--- src/rtl/irq_mask_pkg.sv ---
package irq_mask_pkg;
    localparam int REG_W   = 8;
    localparam int SRC_CNT = 4;
    localparam int PWR_BIT = 3;

    // source index: 0 power key, 1 first timer, 2 second timer, 3 link
    localparam logic [SRC_CNT-1:0] TIMER_SRC = 4'b0110;
    localparam logic [SRC_CNT-1:0] WAKE_SRC  = 4'b1001;

    typedef enum logic [0:0] {
        PWR_FULL  = 1'b0,
        PWR_SLEEP = 1'b1
    } pwr_state_e;

    // register bit for a source: the power bit sits between timer 2 and link
    function automatic int src_bit(input int idx);
        return (idx < PWR_BIT) ? idx : idx + 1;
    endfunction
endpackage

--- src/rtl/irq_src_latch.sv ---
module irq_src_latch (
    input  logic clk,
    input  logic rst_n,
    input  logic evt_i,
    input  logic en_i,
    input  logic allow_i,
    input  logic clr_i,
    output logic rise_o,
    output logic pend_o
);
    logic evt_q;
    logic pend_q;

    assign rise_o = evt_i & ~evt_q;
    assign pend_o = pend_q;

    always_ff @(posedge clk or negedge rst_n) begin
        if (!rst_n) begin
            evt_q  <= 1'b0;
            pend_q <= 1'b0;
        end else begin
            evt_q <= evt_i;
            if (clr_i)
                pend_q <= 1'b0;
            else if (rise_o && en_i && allow_i)
                pend_q <= 1'b1;
        end
    end


    masked_set_chk: assert property (@(posedge clk) disable iff (!rst_n)
        $rose(pend_q) |-> $past(en_i && allow_i && !clr_i));


    clr_wins_chk: assert property (@(posedge clk) disable iff (!rst_n)
        clr_i |=> !pend_q);
endmodule

--- src/rtl/irq_pwr_fsm.sv ---
module irq_pwr_fsm
    import irq_mask_pkg::*;
(
    input  logic clk,
    input  logic rst_n,
    input  logic halt_i,
    input  logic keep_pwr_i,
    input  logic wake_i,
    output logic sleep_o,
    output logic standby_o,
    output logic tmr_run_o
);
    pwr_state_e state_q, state_d;

    always_comb begin
        state_d = state_q;
        unique case (state_q)
            PWR_FULL:  if (halt_i && !keep_pwr_i) state_d = PWR_SLEEP;
            PWR_SLEEP: if (wake_i)                state_d = PWR_FULL;
        endcase
    end

    always_ff @(posedge clk or negedge rst_n) begin
        if (!rst_n) state_q <= PWR_FULL;
        else        state_q <= state_d;
    end

    always_comb begin
        unique case (state_q)
            PWR_FULL: begin
                sleep_o   = 1'b0;
                standby_o = 1'b0;
                tmr_run_o = 1'b1;
            end
            PWR_SLEEP: begin
                sleep_o   = 1'b1;
                standby_o = 1'b1;
                tmr_run_o = 1'b0;
            end
        endcase
    end


    sleep_entry_chk: assert property (@(posedge clk) disable iff (!rst_n)
        (!sleep_o && halt_i && !keep_pwr_i) |=> sleep_o);


    keep_power_chk: assert property (@(posedge clk) disable iff (!rst_n)
        (!sleep_o && keep_pwr_i) |=> !sleep_o);


    wake_exit_chk: assert property (@(posedge clk) disable iff (!rst_n)
        (sleep_o && wake_i) |=> !sleep_o);
endmodule

--- src/rtl/irq_mask_ctrl.sv ---
module irq_mask_ctrl
    import irq_mask_pkg::*;
(
    input  logic             clk,
    input  logic             rst_n,
    input  logic             wr_en,
    input  logic [REG_W-1:0] wr_data,
    output logic [REG_W-1:0] rd_data,
    input  logic             key_evt,
    input  logic             tmr0_evt,
    input  logic             tmr1_evt,
    input  logic             link_evt,
    input  logic             cpu_halted,
    output logic             irq,
    output logic             low_pwr,
    output logic             disp_standby,
    output logic             tmr_run
);
    logic [SRC_CNT-1:0] en_q;
    logic               keep_pwr_q;
    logic [SRC_CNT-1:0] evt;
    logic [SRC_CNT-1:0] rise;
    logic [SRC_CNT-1:0] pend;
    logic [SRC_CNT-1:0] clr;
    logic [REG_W-1:0]   src_mask;
    logic               sleeping;
    logic               wake;

    assign evt = {link_evt, tmr1_evt, tmr0_evt, key_evt};

    always_ff @(posedge clk or negedge rst_n) begin
        if (!rst_n) begin
            en_q       <= '0;
            keep_pwr_q <= 1'b1;
        end else if (wr_en) begin
            for (int i = 0; i < SRC_CNT; i++) en_q[i] <= wr_data[src_bit(i)];
            keep_pwr_q <= wr_data[PWR_BIT];
        end
    end

    always_comb begin
        rd_data  = '0;
        src_mask = '0;
        for (int i = 0; i < SRC_CNT; i++) begin
            rd_data[src_bit(i)]  = en_q[i];
            src_mask[src_bit(i)] = 1'b1;
        end
    end

    for (genvar g = 0; g < SRC_CNT; g++) begin : g_src
        localparam int BP = src_bit(g);
        assign clr[g] = wr_en & ~wr_data[BP];

        irq_src_latch u_latch (
            .clk     (clk),
            .rst_n   (rst_n),
            .evt_i   (evt[g]),
            .en_i    (en_q[g]),
            .allow_i (~(TIMER_SRC[g] & sleeping)),
            .clr_i   (clr[g]),
            .rise_o  (rise[g]),
            .pend_o  (pend[g])
        );
    end

    assign wake = |(rise & en_q & WAKE_SRC & ~clr);
    assign irq  = |pend;

    irq_pwr_fsm u_pwr (
        .clk        (clk),
        .rst_n      (rst_n),
        .halt_i     (cpu_halted),
        .keep_pwr_i (keep_pwr_q),
        .wake_i     (wake),
        .sleep_o    (sleeping),
        .standby_o  (disp_standby),
        .tmr_run_o  (tmr_run)
    );

    assign low_pwr = sleeping;


    irq_hold_chk: assert property (@(posedge clk) disable iff (!rst_n)
        (irq && !wr_en) |=> irq);


    ack_all_chk: assert property (@(posedge clk) disable iff (!rst_n)
        (wr_en && ((wr_data & src_mask) == '0)) |=> !irq);


    wake_irq_chk: assert property (@(posedge clk) disable iff (!rst_n)
        $fell(low_pwr) |-> irq);
endmodule

--- config.mk ---
export PLATFORM = sky130hd
export DESIGN_NAME = irq_mask_ctrl
export DESIGN_NICKNAME = d
export VERILOG_FILES = /design/src/rtl/irq_mask_pkg.sv /design/src/rtl/irq_src_latch.sv /design/src/rtl/irq_pwr_fsm.sv /design/src/rtl/irq_mask_ctrl.sv
export SDC_FILE = /design/constraint.sdc
export NUM_CORES = 1
export LEC_CHECK = 0
export ABC_CLOCK_PERIOD_IN_PS = 1300
export BUFFER_PORTS_ARGS = -buffer_cell sky130_fd_sc_hd__buf_2
export CORE_MARGIN = 2
export CORE_UTILIZATION = 30
export DETAILED_ROUTE_END_ITERATION = 16
export MAX_ROUTING_LAYER = met4
export PLACE_DENSITY = 0.56
export SYNTH_ARGS = -nofsm -noshare
export SYNTH_HDL_FRONTEND = slang
export SYNTH_SLANG_ARGS = --single-unit
--- constraint.sdc ---
create_clock -name clk -period 1.3 [get_ports clk]
set_input_delay 0 -clock clk [delete_from_list [all_inputs] [get_ports clk]]
set_output_delay 0 -clock clk [all_outputs]
set_load 0.05 [all_outputs]
[Word-level counts from Yosys, hierarchy flattened]
Cells that the tools add are included.
Word-level totals
  flip-flop bits (word level): 14
  input port bits: 16
  output and inout port bits: 12
  logic and storage cells: 59
Cells by class
  muxes and demuxes: 13
  bitwise logic cells: 21
  reductions and logical operators: 14
Operators with widths (number)
  $mux 1: 10
  $not 1->1: 10
  $and 1x1->1: 8
  $and 4x4->4: 2
  $reduce_bool 2->1: 4
  $reduce_or 4->1: 2
  $logic_and 1x1->1: 7
  $pmux 1 s2: 3
  $not 4->4: 1
  $logic_not 1->1: 1

[Longest topological paths before layout]
Gate-level depths: netlist of the first run.
  depth in word-level cells: 7
  depth in mapped cells: 4
  depth with buffers taken out: 3

[Cells and area by module]
Synthesis of the first run repeated with hierarchy kept, for this count alone.
Unflattened totals
  cell total of the unflattened synthesis: 55
  area, all modules: 636.9 um2
By module, submodules not included
  irq_src_latch: times used 4, cells an instance 6, area an instance 76.3 um2, seq. area each 50.0 um2
  irq_mask_ctrl: times used 1, cells an instance 26, area an instance 277.8 um2, seq. area each 126.4 um2
  irq_pwr_fsm: times used 1, cells an instance 5, area an instance 53.8 um2, seq. area each 25.0 um2

[Worst setup path before layout of the first run]
OpenSTA, ideal clock, no wires.
  path type: reg2reg
  start point: register u_pwr.state_q
  end point: register g_src[1].u_latch.pend_q
  setup time: 0.125 ns
  arrival: 1.420 ns
  required time: 1.175 ns
  path slack: -0.246 ns
  stages on the path, launching flop included: 4
  buffers on the path: 0
  period minus slack after synthesis: 1.546 ns
  cells stage by stage: dfrtp_1 -> inv_1 -> a41oi_1 -> a21oi_1
On the way
  cells in the longest elaborated chain, start to end: 5
Ends and longest elaborated chain
  start, declared: RTL line irq_pwr_fsm.sv:13  | pwr_state_e state_q, state_d;
  start signal, assigned: RTL line irq_pwr_fsm.sv:25  | else state_q <= state_d;
  $not 1->1: RTL line irq_pwr_fsm.sv:29  | unique case (state_q)
  $pmux 1 s2 (*): RTL line irq_pwr_fsm.sv:29
  $not 1->1 (*): RTL line irq_mask_ctrl.sv:59  | .allow_i (~(TIMER_SRC[g] & sleeping)),
  $logic_and 1x1->1 (*): RTL line irq_src_latch.sv:25  | else if (rise_o && en_i && allow_i)
  $reduce_bool 2->1 (no source line) (*)
  end signal, assigned: RTL line irq_src_latch.sv:20  | pend_q <= 1'b0;
  end signal, assigned: RTL line irq_src_latch.sv:24  | pend_q <= 1'b0;
  end signal, assigned: RTL line irq_src_latch.sv:26  | pend_q <= 1'b1;
  end, declared: RTL line irq_src_latch.sv:12  | logic pend_q;
Every way passes the cells marked *; elsewhere a longest branch is shown, timed or not.
A chain may end at the register's enable or synchronous reset.

[Final worst setup path of the first run]
  start point: register g_src[0].u_latch.pend_q
  end point: output irq
On the way
  cells in the longest elaborated chain, start to end: 1
Ends and longest elaborated chain
  start, declared: RTL line irq_src_latch.sv:12
  start signal, assigned: RTL line irq_src_latch.sv:20
  start signal, assigned: RTL line irq_src_latch.sv:24
  start signal, assigned: RTL line irq_src_latch.sv:26
  $reduce_or 4->1: RTL line irq_mask_ctrl.sv:67  | assign irq = |pend;
  end, declared: RTL line irq_mask_ctrl.sv:14  | output logic irq,
No other way between the ends.

==> metrics.txt, run 1 <==
first-pass iteration count of the detailed router 4; RSZ-0062 raised after global routing true; Synth area leaders dfrtp_1 52%, buf_4 11%, mux2_1 5.4%, dfstp_2 4.2%, inv_1 3.6%; largest net degree at the start of global routing 15; routed vias/inst 4.150; htree depth 1; yosys warns 0; Setup CP Type register to output pin; EDFF count, synth 0; antenna violations before repair 0; vias 444; ys flop type dfrtp_1; flops & latches, synth 14; ys async rst share 100.0%; status finished with violations; CP Cell Sequence or4_4 > buf_8; failing checks setup timing; Max Cap Viol 0; Final Hold Viols 0; die area 0.002476 mm^2; peak fanout along the critical path 2; Pwr Density 1435 mW/mm^2; top-count cell post-synth dfrtp_1; Worst Setup End Kind output pin; CP required 1.30 ns; Hold Crit Class primary input to register; root buf cell clkbuf_4; fraction of layout cells with a size suffix above 1 40.00%; Pleak 0.4260 nW; FF-to-FF setup slack 0.24 ns; CTS clk-pin slew, worst paths 0.09 ns; Final nets 97; CTS tree built; clock sinks 14; max-slew violation count 0; Non-Filler Instances 107; gate count after technology mapping 52; Post-DP HPWL 759.2 um; Port Buffers 20; antenna-violating nets left 0; startpoint types register; final setup margin -0.07212 ns; DRT iter0 DRCs 3; number of global-route vias before repair 468; Syn-to-layout area delta 35.86%; register area share after synthesis 55.98%; deepest clock path buffer count 2; IO Pins 28; Remaining Overflow, GRT 0; RePlAce Congestion 0.6778; Worst Clk Skew 0.003992 ns; Worst-Skew Late Latency 0.28 ns; post-synth cell types 20; Max IR drop VDD 546.8 uV; Num CTS Buffers 3; Die X-Extent 49.76 um; GRT Overall Usage 11.46%; CP arrival 1.37 ns; synthesized area 628.1 um^2; initial core utilization 32.02%; R2R depth 3; Die Ht 49.76 um; most frequent cells after synthesis 13 x dfrtp_1, 9 x buf_4, 6 x inv_1, 3 x a21oi_1, 3 x mux2_1; ANT cells 0; drt wl/cell 10.39 um; r2r startpoint en_q[0]$_DFFE_PN0P_; Critical R2R Capture u_pwr.state_q$_DFF_PN0_; Critical Path Sink irq; cell count after placement 92; min Tclk post-route 1.372 ns; CP max stage delay 0.54 ns; Avg Inst Size Synth 12.08 um^2; area leader, netlist dfrtp_1; final period utilization 105.5%; start point of the critical path g_src[0].u_latch.pend_o$_DFFE_PN0P_; Synth top area share 51.79%; num rows 16; Core ar. 0.001962 mm^2; Place WS 0.1913 ns; Setup violations, final 1; Max Clock Freq 728.8 MHz; critical path's slowest cell or4_4; Routed WL 1112 um; DR DRC count 0; global-route wire length before repair 2021 um
## what timing repair did
item | 4_1_cts | 5_1_grt
gates resized for setup | 4 | 0
hold buffers | 10 | 0
hold endpoints to repair | 25 | 0
setup buffers | 1 | 0
setup endpoints to repair | 1 | 1
pin swaps | 1 | 1
## critical path, delay by kind of cell (launching register included)
family        cells  cell delay [ns]
simple gates      1             0.54
flops             1             0.39
buf+inv           1             0.17
## cells by family after synthesis
group,Yosys count,synth area share (%)
muxes,4,7.171
other,1,0.5970
DFF,14,55.98
and+or+nand+nor,8,9.363
AOI/OAI and AO/OA,9,10.75
buffers and inverters,16,16.13
## cells in the final DEF (no fill, tap or decap), drive strengths merged, types with 3 or more instances in the layout
cell type / count
buf: 21
dfrtp: 13
dlygate4sd3: 10
inv: 6
conb: 4
mux2: 4
clkbuf: 4
a21oi: 3
## how the worst min path moves through the flow
| stage | depth (start not counted) | start | to |
|---|---|---|---|
| 3_3_place_gp | 1 | rst_n | en_q[1]$_DFFE_PN0P_ |
| 4_1_cts | 3 | cpu_halted | u_pwr.state_q$_DFF_PN0_ |
| 3_5_place_dp | 1 | rst_n | en_q[1]$_DFFE_PN0P_ |
| 6_report | 3 | cpu_halted | u_pwr.state_q$_DFF_PN0_ |
| 5_1_grt | 3 | cpu_halted | u_pwr.state_q$_DFF_PN0_ |
| 2_1_floorplan | 0 | rst_n | en_q[0]$_DFFE_PN0P_ |
## stage by stage
stage	hold WS, ns	total power, W	instance area (um^2)	util [%]	TNS, ns
5_1_grt	0.04417	0.001290	853.3	43.49	-0.1074
6_report	0.03848	0.001224	853.3	43.49	-0.07212
2_1_floorplan	-0.2956	0.0008207	640.6	-	-0.003853
4_1_cts	0.03204	0.001248	853.3	43.49	-0.08765
3_3_place_gp	-0.08873	0.0008658	695.7	35.46	0
3_5_place_dp	-0.08671	0.0008686	695.7	35.46	0
## flip-flops by register name (all words and copies together) (netlist names)
| register | cells |
|---|---|
| en_q | 4 |
| g_src.u_latch.evt_q | 4 |
| g_src.u_latch.pend_o | 4 |
| keep_pwr_q | 1 |
| u_pwr.state_q | 1 |
## power by group
group	switching [W]	leakage, nW	internal [W]
combinational	0.000261	0.238	0.000135
clock	0.000141	0.0210	0.000170
sequential	0.0000332	0.167	0.000484
## metal layers
layer	wire, um	GRT usage [%]
met1	493	13.22
met2	523	17.33
met3	58	1.818
met4	37	9.722
met5	0	-
## layout make-up
class                      count  area (um^2)
tap                           27        33.78
fill                         205         1109
clock buffer                   4        36.28
multi-input combinational     25        190.2
sequential                    14        352.8
inverter                       6        22.52
timing repair buffer          31        217.7
Note: power is estimated with default switching activity, not from simulation.
==> run 2, diff against run 1 <==
--- a/config.mk
+++ b/config.mk
@@ -5,11 +5,13 @@
 export SDC_FILE = /design/constraint.sdc
 export NUM_CORES = 1
 export LEC_CHECK = 0
+export ABC_AREA = 1
 export ABC_CLOCK_PERIOD_IN_PS = 1300
 export BUFFER_PORTS_ARGS = -buffer_cell sky130_fd_sc_hd__buf_2
 export CORE_MARGIN = 2
 export CORE_UTILIZATION = 30
 export DETAILED_ROUTE_END_ITERATION = 16
+export GPL_ROUTABILITY_DRIVEN = 1
 export MAX_ROUTING_LAYER = met4
 export PLACE_DENSITY = 0.56
 export SYNTH_ARGS = -nofsm -noshare
==> run 2 against run 1 <==
Against the previous run: the flow now finishes without violations; total power grew 2.4%; via count grew 4.7%; synthesized cell count is 29% higher; global-route usage decreased by 0.70 points; setup slack better by 0.30 ns; largest power group unchanged.
==> metrics.txt, run 2 <==
status finished clean; Post-DP HPWL 838.9 um; FF-to-FF setup slack 0.46 ns; number of global-route vias before repair 461; Remaining Overflow, GRT 0; Synth area leaders dfrtp_1 52%, buf_4 11%, nor2_1 8.4%, inv_1 4.8%, dfstp_2 4.2%; Final nets 110; GRT Overall Usage 10.77%; Setup CP Type register to output pin; fraction of layout cells with a size suffix above 1 33.33%; ys async rst share 100.0%; Port Buffers 20; most frequent cells after synthesis 14 x nor2_1, 13 x dfrtp_1, 9 x buf_4, 8 x inv_1, 6 x nand2_1; Avg Inst Size Synth 9.300 um^2; vias 465; IO Pins 28; CP arrival 1.07 ns; htree depth 1; yosys warns 0; die area 0.002458 mm^2; deepest clock path buffer count 2; Max Clock Freq 933.4 MHz; area leader, netlist dfrtp_1; DRT iter0 DRCs 3; Pleak 0.4172 nW; ANT cells 0; final period utilization 82.42%; Worst Clk Skew 0.0007844 ns; peak fanout along the critical path 6; Num CTS Buffers 3; Final Hold Viols 0; WHS Endpoint en_q[3]$_DFFE_PN0P_; Routed WL 1140 um; antenna-violating nets left 0; commonest non-fill, non-tap cell in the layout buf_2; clock sinks 14; root buf cell clkbuf_4; Worst-Skew Late Latency 0.27 ns; RSZ-0062 raised after global routing false; Core ar. 0.001962 mm^2; cell count after placement 107; RePlAce Congestion 0.7396; initial core utilization 31.76%; CTS clk-pin slew, worst paths 0.08 ns; ys flop type dfrtp_1; DR DRC count 0; HP Start wr_data[4]; Synth top area share 52.21%; Total Neg Setup Slack 0 ns; Die X-Extent 49.58 um; gate count after technology mapping 67; Hold Crit Class primary input to register; first-pass iteration count of the detailed router 2; global-route wire length before repair 1904 um; Setup violations, final 0; flops & latches, synth 14; most frequent cells in the layout 20 x buf_2, 14 x nor2_1, 12 x dfrtp_1, 9 x dlygate4sd3_1, 8 x inv_1; post-CTS setup buffers 0; CP required 1.30 ns; startpoint types register; Syn-to-layout area delta 31.12%; Worst Setup End Kind output pin; R2R depth 3; Max IR drop VDD 705.8 uV; top-count cell post-synth nor2_1; largest net degree at the start of global routing 15; post-synth cell types 17; Die Ht 49.58 um; drt wl/cell 9.500 um; Layout Utilization 41.65%; Tot Pwr 0.001253 W; max-slew violation count 0; routed vias/inst 3.875; Pwr Density 1534 mW/mm^2; r2r startpoint u_pwr.state_q$_DFF_PN0_; Max Cap Viol 0; antenna violations before repair 0; Hold Path Cell Cnt 3; Critical R2R Capture g_src[2].u_latch.pend_o$_DFFE_PN0P_; hold slack 0.002315 ns; num rows 16; synthesized area 623.1 um^2; min Tclk post-route 1.071 ns; EDFF count, synth 0; register area share after synthesis 56.43%; CTS tree built; Non-Filler Instances 120
-- run 2: cell count changes after synthesis, moves of 2 or more --
cell and change:
a41oi_1 -2, inv_1 +2, mux2_1 -3, nand2_1 +4, nand3_1 +3, nor2_1 +13
o21a_1 -2, o21ai_0 +2
-- run 2: layer usage --
| layer | vias to the layer above | GRT usage, % | share of wire, % |
|---|---|---|---|
| li1 | 242 | - | - |
| met1 | 205 | 11.78 | 45 |
| met2 | 16 | 17.33 | 49 |
| met5 | - | - | 0 |
| met4 | 0 | 8.333 | 1.7 |
| met3 | 2 | 1.818 | 4.8 |
-- run 2: per-stage QoR --
stage                     area (um^2)  setup slack [ns]
final                           817.0            0.2286
after detailed placement        690.7            0.4710
after CTS                       817.0            0.2223
after floorplan                 635.6            0.1420
after global routing            817.0            0.1748
after global placement          690.7            0.5061
-- run 2: final cells by class --
cell class	count	area, um^2
Tap cell	27	33.78
Sequential cell	14	352.8
Fill cell	222	1145
Clock buffer	4	36.28
Multi-Input combinational cell	36	163.9
Inverter	10	40.04
Timing Repair Buffer	29	190.2
-- run 2: how the worst max path moves through the flow --
stage / from / to / slack [ns] / cells past startpoint
finish: u_pwr.state_q$_DFF_PN0_ / tmr_run / 0.23 / 2
global route: u_pwr.state_q$_DFF_PN0_ / tmr_run / 0.17 / 2
CTS: u_pwr.state_q$_DFF_PN0_ / tmr_run / 0.22 / 2
detailed placement: u_pwr.state_q$_DFF_PN0_ / g_src[2].u_latch.pend_o$_DFFE_PN0P_ / 0.47 / 3
global placement: u_pwr.state_q$_DFF_PN0_ / g_src[2].u_latch.pend_o$_DFFE_PN0P_ / 0.51 / 3
floorplan: u_pwr.state_q$_DFF_PN0_ / u_pwr.state_q$_DFF_PN0_ / 0.14 / 3
-- run 2: logic make-up after synthesis --
logic type,after synthesis,share of synthesized area [%]
buffers and inverters,20,19.08
AO/OA/AOI/OAI,5,4.015
flip-flops,14,56.43
other,1,0.6018
AND/OR/NAND/NOR,27,19.88
-- run 2: report_power, final --
part | total (W) | switching [W] | internal (W)
Clock | 0.000303 | 0.000133 | 0.000170
Combinational | 0.000420 | 0.000314 | 0.000106
Sequential | 0.000530 | 0.0000375 | 0.000492
Total | 0.00125 | 0.000485 | 0.000768
-- run 2: worst max-delay path, cell delays in order (launching register included) --
cell,delay (ns)
dfrtp_2,0.45
inv_1,0.09
buf_2,0.26
-- run 2: what timing repair did --
item / 4_1_cts / 5_1_grt
gates resized for setup: 0 / 0
hold endpoints to repair: 24 / 0
hold buffers: 9 / 0
